File: config.mk
export PLATFORM = sky130hd
export DESIGN_NAME = pid_incr_ctrl
export DESIGN_NICKNAME = d
export VERILOG_FILES = /design/src/rtl/pid_pkg.sv /design/src/rtl/pid_err_taps.sv /design/src/rtl/pid_mac.sv /design/src/rtl/pid_incr_ctrl.sv
export SDC_FILE = /design/constraint.sdc
export NUM_CORES = 2
export LEC_CHECK = 0
export ABC_AREA = 1
export BUFFER_PORTS_ARGS = -buffer_cell sky130_fd_sc_hd__buf_2
export CORE_MARGIN = 10
export CORE_UTILIZATION = 60
export CTS_CLUSTER_DIAMETER = 150
export DETAILED_ROUTE_END_ITERATION = 10
export GPL_TIMING_DRIVEN = 0
export PLACE_DENSITY = 0.83
export SYNTH_ARGS = -nofsm -noshare
export SYNTH_HDL_FRONTEND = slang
export SYNTH_SLANG_ARGS = --single-unit
File: constraint.sdc
create_clock -name clk_i -period 10.4 [get_ports clk_i]
set_input_delay 2.08 -clock clk_i [delete_from_list [all_inputs] [get_ports clk_i]]
set_output_delay 2.08 -clock clk_i [all_outputs]
set_load 0.1 [all_outputs]
File: src/rtl/pid_pkg.sv
package pid_pkg;
  localparam int DATA_W = 12;  // ref, meas, ctrl
  localparam int COEF_W = 16;  // Q4.12
  localparam int FRAC_W = 12;
  localparam int NTAP   = 3;   // e(k), e(k-1), e(k-2)
  localparam int LAT    = 3;   // strobe edge to valid edge, inclusive
endpackage

File: src/rtl/pid_err_taps.sv
module pid_err_taps #(
  parameter int DATA_W = pid_pkg::DATA_W,
  parameter int NTAP   = pid_pkg::NTAP,
  localparam int ERR_W = DATA_W + 1
) (
  input  logic                     clk_i,
  input  logic                     rst_ni,
  input  logic                     clr_i,
  input  logic                     smp_i,
  input  logic                     adv_i,
  input  logic signed [DATA_W-1:0] ref_i,
  input  logic signed [DATA_W-1:0] meas_i,
  output logic signed [ERR_W-1:0]  err_o [NTAP]
);
  logic signed [ERR_W-1:0] err_q [NTAP];
  logic signed [ERR_W-1:0] diff_w;

  assign diff_w = ERR_W'(ref_i) - ERR_W'(meas_i);

  // slot 0 = current error, higher slots = history
  always_ff @(posedge clk_i or negedge rst_ni) begin
    if (!rst_ni) begin
      for (int i = 0; i < NTAP; i++) err_q[i] <= '0;
    end else if (clr_i) begin
      for (int i = 0; i < NTAP; i++) err_q[i] <= '0;
    end else begin
      if (smp_i) err_q[0] <= diff_w;
      if (adv_i) begin
        for (int i = 1; i < NTAP; i++) err_q[i] <= err_q[i-1];
      end
    end
  end

  assign err_o = err_q;

  AST_TAP_SHIFT: assert property (@(posedge clk_i) disable iff (!rst_ni)
    (adv_i && !clr_i) |=> (err_q[1] == $past(err_q[0]))) else $error("tap shift");
  AST_TAP_AGE: assert property (@(posedge clk_i) disable iff (!rst_ni)
    (adv_i && !clr_i) |=> (err_q[NTAP-1] == $past(err_q[NTAP-2]))) else $error("tap age");
  AST_CLR_TAPS: assert property (@(posedge clk_i) disable iff (!rst_ni)
    clr_i |=> (err_q[1] == '0 && err_q[NTAP-1] == '0)) else $error("clr taps");
endmodule

File: src/rtl/pid_mac.sv
module pid_mac #(
  parameter int DATA_W = pid_pkg::DATA_W,
  parameter int COEF_W = pid_pkg::COEF_W,
  parameter int FRAC_W = pid_pkg::FRAC_W,
  parameter int NTAP   = pid_pkg::NTAP,
  localparam int ERR_W = DATA_W + 1,
  localparam int PRD_W = ERR_W + COEF_W,
  localparam int SUM_W = PRD_W + $clog2(NTAP + 1) + 1
) (
  input  logic                     clk_i,
  input  logic                     rst_ni,
  input  logic                     clr_i,
  input  logic                     mul_i,
  input  logic                     acc_i,
  input  logic signed [ERR_W-1:0]  err_i  [NTAP],
  input  logic signed [COEF_W-1:0] coef_i [NTAP],
  output logic signed [DATA_W-1:0] ctrl_o
);
  localparam logic signed [SUM_W-1:0] SAT_HI = SUM_W'((2 ** (DATA_W - 1)) - 1);
  localparam logic signed [SUM_W-1:0] SAT_LO = -SUM_W'(2 ** (DATA_W - 1));

  logic signed [PRD_W-1:0]  prd_q [NTAP];
  logic signed [SUM_W-1:0]  sum_w;
  logic signed [SUM_W-1:0]  quo_w;
  logic signed [DATA_W-1:0] ctrl_q;
  logic signed [DATA_W-1:0] ctrl_d;

  for (genvar i = 0; i < NTAP; i++) begin : g_prd
    always_ff @(posedge clk_i or negedge rst_ni) begin
      if (!rst_ni)    prd_q[i] <= '0;
      else if (mul_i) prd_q[i] <= PRD_W'(err_i[i]) * PRD_W'(coef_i[i]);
    end
  end

  always_comb begin
    sum_w = SUM_W'(ctrl_q) <<< FRAC_W;
    for (int i = 0; i < NTAP; i++) sum_w = sum_w + SUM_W'(prd_q[i]);
  end

  assign quo_w = sum_w >>> FRAC_W;  // floor

  always_comb begin
    if (quo_w > SAT_HI)      ctrl_d = SAT_HI[DATA_W-1:0];
    else if (quo_w < SAT_LO) ctrl_d = SAT_LO[DATA_W-1:0];
    else                     ctrl_d = quo_w[DATA_W-1:0];
  end

  always_ff @(posedge clk_i or negedge rst_ni) begin
    if (!rst_ni)      ctrl_q <= '0;
    else if (clr_i)   ctrl_q <= '0;
    else if (acc_i)   ctrl_q <= ctrl_d;
  end

  assign ctrl_o = ctrl_q;

  AST_HOLD: assert property (@(posedge clk_i) disable iff (!rst_ni)
    (!acc_i && !clr_i) |=> $stable(ctrl_q)) else $error("hold");
  AST_SAT_HI: assert property (@(posedge clk_i) disable iff (!rst_ni)
    (acc_i && !clr_i && quo_w > SAT_HI) |=> (ctrl_q == SAT_HI[DATA_W-1:0])) else $error("sat hi");
  AST_SAT_LO: assert property (@(posedge clk_i) disable iff (!rst_ni)
    (acc_i && !clr_i && quo_w < SAT_LO) |=> (ctrl_q == SAT_LO[DATA_W-1:0])) else $error("sat lo");
  AST_CLR_OUT: assert property (@(posedge clk_i) disable iff (!rst_ni)
    clr_i |=> (ctrl_q == '0)) else $error("clr out");
endmodule

File: src/rtl/pid_incr_ctrl.sv
module pid_incr_ctrl #(
  parameter int DATA_W = pid_pkg::DATA_W,
  parameter int COEF_W = pid_pkg::COEF_W,
  parameter int FRAC_W = pid_pkg::FRAC_W,
  localparam int NTAP  = pid_pkg::NTAP,
  localparam int ERR_W = DATA_W + 1
) (
  input  logic                     clk_i,
  input  logic                     rst_ni,
  input  logic                     clr_i,
  input  logic                     strobe_i,
  input  logic signed [DATA_W-1:0] ref_i,
  input  logic signed [DATA_W-1:0] meas_i,
  input  logic signed [COEF_W-1:0] coef_a_i,
  input  logic signed [COEF_W-1:0] coef_b_i,
  input  logic signed [COEF_W-1:0] coef_c_i,
  output logic signed [DATA_W-1:0] ctrl_o,
  output logic                     valid_o
);
  logic                    smp_w;
  logic                    v1_q, v2_q, vld_q;
  logic signed [ERR_W-1:0]  err_w  [NTAP];
  logic signed [COEF_W-1:0] coef_w [NTAP];

  assign smp_w     = strobe_i & ~clr_i;  // clear wins
  assign coef_w[0] = coef_a_i;
  assign coef_w[1] = coef_b_i;
  assign coef_w[2] = coef_c_i;

  // stage 1: error, stage 2: products + tap shift, stage 3: sum + saturate
  always_ff @(posedge clk_i or negedge rst_ni) begin
    if (!rst_ni) begin
      v1_q  <= 1'b0;
      v2_q  <= 1'b0;
      vld_q <= 1'b0;
    end else begin
      v1_q  <= smp_w;
      v2_q  <= v1_q & ~clr_i;
      vld_q <= v2_q & ~clr_i;
    end
  end

  pid_err_taps #(.DATA_W(DATA_W), .NTAP(NTAP)) u_taps (
    .clk_i  (clk_i),
    .rst_ni (rst_ni),
    .clr_i  (clr_i),
    .smp_i  (smp_w),
    .adv_i  (v1_q),
    .ref_i  (ref_i),
    .meas_i (meas_i),
    .err_o  (err_w)
  );

  pid_mac #(.DATA_W(DATA_W), .COEF_W(COEF_W), .FRAC_W(FRAC_W), .NTAP(NTAP)) u_mac (
    .clk_i  (clk_i),
    .rst_ni (rst_ni),
    .clr_i  (clr_i),
    .mul_i  (v1_q),
    .acc_i  (v2_q),
    .err_i  (err_w),
    .coef_i (coef_w),
    .ctrl_o (ctrl_o)
  );

  assign valid_o = vld_q;

  AST_VALID_LAT: assert property (@(posedge clk_i) disable iff (!rst_ni)
    valid_o |-> $past(smp_w, 3)) else $error("valid latency");
  AST_VALID_PULSE: assert property (@(posedge clk_i) disable iff (!rst_ni)
    valid_o |=> !valid_o) else $error("valid pulse");
  AST_STROBE_GAP: assert property (@(posedge clk_i) disable iff (!rst_ni)
    strobe_i |-> (!v1_q && !v2_q)) else $error("strobe spacing"); // input rule
  AST_RESET_OUT: assert property (@(posedge clk_i)
    !rst_ni |-> (ctrl_o == '0 && !valid_o)) else $error("reset out");
endmodule

==> impl_metrics.json <==
{
  "cp.arrival_ps": 7940,
  "ys_seq_elements": 141,
  "grt_pass1_wl_um": 143100,
  "cts_sinks": 141,
  "setup.worst_path.class": "primary input to flop",
  "clk_path_buf_depth": 2,
  "hold_buffers": 0,
  "worst_path_max_delay_cell": "fa_1",
  "async_flop_share_pct": 100.0,
  "synth_xor_area_share_pct": 2.649,
  "yosysWarnings": 0,
  "crit_family": "adder cells",
  "final_nets": 5271,
  "drv_slew": 0,
  "finalSetupTns_ps": 0,
  "grt_max_degree": 103,
  "cts_max_level": 4,
  "status": "finished, final reports clean",
  "synthesis.nets": 5164,
  "ir_worst_vdd_mv": 0.2608,
  "drive_above_1_share_pct": 4.649,
  "p_per_area_nw_per_um2": 196.0,
  "vias_per_cell": 5.446,
  "core_um2": 53920,
  "fin_skew_ps": 9.342,
  "cts_inserted_buffers": 17,
  "post-route-min-period_ps": 7617,
  "cts-resized-gates": 0,
  "hpwl_um": 73820,
  "ys_seq_area_share_pct": 10.78,
  "rows": 85,
  "wl_per_cell_um": 17.25,
  "maxCapViolations": 0,
  "root_buffer": "clkbuf_16",
  "drtPass1Iterations": 6,
  "clkTransAtPathRegs_ps": 70,
  "dieArea_um2": 64300,
  "hold_viol": 0,
  "antennaDiodeCount": 0,
  "worstHoldPathType": "flop to flop",
  "initial_core_util_pct": 60.71,
  "drt_iter0_markers": 2460,
  "p_leak_nw": 19.12,
  "max_stage_delay_ps": 560,
  "grt_pass1_vias": 28190,
  "routed_wl_um": 86240,
  "grt_setup_unrepaired": "no",
  "clock.fmax_mhz": 131.3,
  "grt_overflow": 0,
  "synth_compound_area_share_pct": 6.005,
  "worstPathRequired_ps": 10720,
  "gp_congestion": 0.9875,
  "die_h_um": 253.6,
  "grt_use_total_pct": 28.08,
  "synth-adder-area-share_pct": 48.48,
  "ant_nets": 0,
  "netlist_area_um2": 32730,
  "synth.distinct_cells": 47,
  "worstSetupEndpointType": "flop",
  "crit_fanout": 10,
  "area_growth_pct": 5.952,
  "synth_edf_count": 0,
  "cts_tree": "done",
  "portBuffers": 87,
  "clock_latency_ps": 440,
  "ios": 89,
  "syn_avg_cell_area_um2": 7.827,
  "synthCells": 4182,
  "stdcell_count": 4998,
  "setup_violations": 0,
  "post-cts-setup-buffer-count": 0,
  "num_vias": 27220,
  "chipWidth_um": 253.6,
  "slew_headroom_pct": 39.31,
  "min_period_over_period_pct": 73.24,
  "synth.area.mux_share_pct": 0,
  "post_synth_and_or_nand_nor_area_fraction_pct": 18.77,
  "cp-start-kind": "primary input",
  "worst_pin_slew_ps": 910.4,
  "grt_antenna_before_repair": 0,
  "cp_num_buf_inv": 6,
  "dpl.cell_count": 4966,
  "drcViolationCount": 0,
  "synth_flop_cell": "dfrtp_1",
  "synth_top_family_by_area": "adder cells"
}
-- where the power goes --
part,internal (mW),switching (mW)
clock,0.364,0.277
sequential,0.656,0.114
combinational,1.91,3.48
total,2.93,3.87
-- per-stage QoR --
stage                     instance area, um^2  utilization, %  worst slack [ps]  total power, mW  hold WS, ps
after floorplan                         32730               -              3319            4.707        445.9
after global placement                  34040           63.13              2413            5.960        459.3
after detailed placement                34070           63.19              2420            6.053        463.2
after CTS                               34680           64.32              2863            6.737        479.5
after global routing                    34680           64.32              2384            7.538        518.7
final                                   34680           64.32              2783            6.798        487.5
-- state kept, by name (all words and copies together), names as in the netlist --
signal        cells
v2_q              1
v1_q              1
valid_o           1
u_mac.ctrl_o     12
u_taps.err_o     39
u_mac.prd_q      87
-- layout make-up --
class | count | area [um^2]
Inverter | 1004 | 3769
Sequential cell | 141 | 3528
Fill cell | 4515 | 19240
Clock buffer | 18 | 429.2
Timing Repair Buffer | 88 | 469.2
Multi-Input combinational cell | 2884 | 24850
Buffer | 153 | 589.3
Clock inverter | 14 | 178.9
Tap cell | 696 | 870.8
-- metal layers --
| metal | vias up | global-route usage [%] | routed length (um) | share of wire, % |
|---|---|---|---|---|
| li1 | 12590 | - | - | - |
| met1 | 13260 | 36.14 | 34650 | 40 |
| met2 | 1139 | 46.43 | 40680 | 47 |
| met3 | 239 | 4.617 | 6852 | 7.9 |
| met4 | 0 | 11.75 | 4058 | 4.7 |
| met5 | - | 0 | 0 | 0 |
-- worst register-to-register path: cells and delay by family, from the launching register on --
family                   cells  cell delay (ps)
AO/OA/AOI/OAI                6             1290
adder cells (fa/ha/maj)      7             3130
buffers and inverters        5             1290
flip-flops                   1              330
AND/OR/NAND/NOR              4              610
-- cells by family (layout without fill, tap and decap cells) --
logic type,Yosys count,in the layout
AO/OA/AOI/OAI,354,354
adder cells (fa/ha/maj),906,906
flip-flops,141,141
XOR/XNOR,99,99
buffers and inverters,1157,1277
AND/OR/NAND/NOR,1525,1525
-- Yosys cell counts, drive strengths merged, types with 3 or more instances --
cell,count,share of area [%]
a21boi,5,0.11
a21o,10,0.23
a21oi,140,2.1
a31oi,22,0.42
buf,11,0.17
clkbuf,142,1.6
dfrtp,141,11
fa,604,37
ha,302,12
inv,1002,11
nand2,1172,14
nand3,102,1.6
nand4,18,0.34
nor2,140,1.6
nor3,17,0.26
nor4,3,0.057
o2111ai,4,0.11
o211ai,4,0.092
o21ai,121,1.9
o21bai,16,0.37
o22ai,18,0.34
o31ai,5,0.11
or2,67,1.3
xnor2,52,1.4
xor2,47,1.3
-- cells in the final DEF (no fill, tap or decap), drive strengths merged, types with 47 or more instances in the layout --
| master | netlist | final |
|---|---|---|
| a21oi | 140 | 140 |
| buf | 11 | 99 |
| clkbuf | 142 | 160 |
| dfrtp | 141 | 141 |
| fa | 604 | 604 |
| ha | 302 | 302 |
| inv | 1002 | 1009 |
| nand2 | 1172 | 1172 |
| nand3 | 102 | 102 |
| nor2 | 140 | 140 |
| o21ai | 121 | 121 |
| or2 | 67 | 67 |
| xnor2 | 52 | 52 |
| xor2 | 47 | 47 |
-- worst paths after layout --
check | start | endpoint | slack (ps) | depth (start not counted)
min reg2reg | u_mac.prd_q[4] | u_mac.prd_q[4] | 490 | 2
max in group asynchronous | rst_ni | u_mac.prd_q[55] | 8010 | 2
max reg2reg | u_taps.err_o[28] | u_mac.prd_q[75] | 3640 | 22
max | coef_c_i[7] | u_mac.prd_q[21] | 2780 | 25
min | u_mac.prd_q[4] | u_mac.prd_q[4] | 490 | 2
min in group asynchronous | rst_ni | u_mac.prd_q[5] | 1550 | 1
Power figures use the tool's default switching activity.
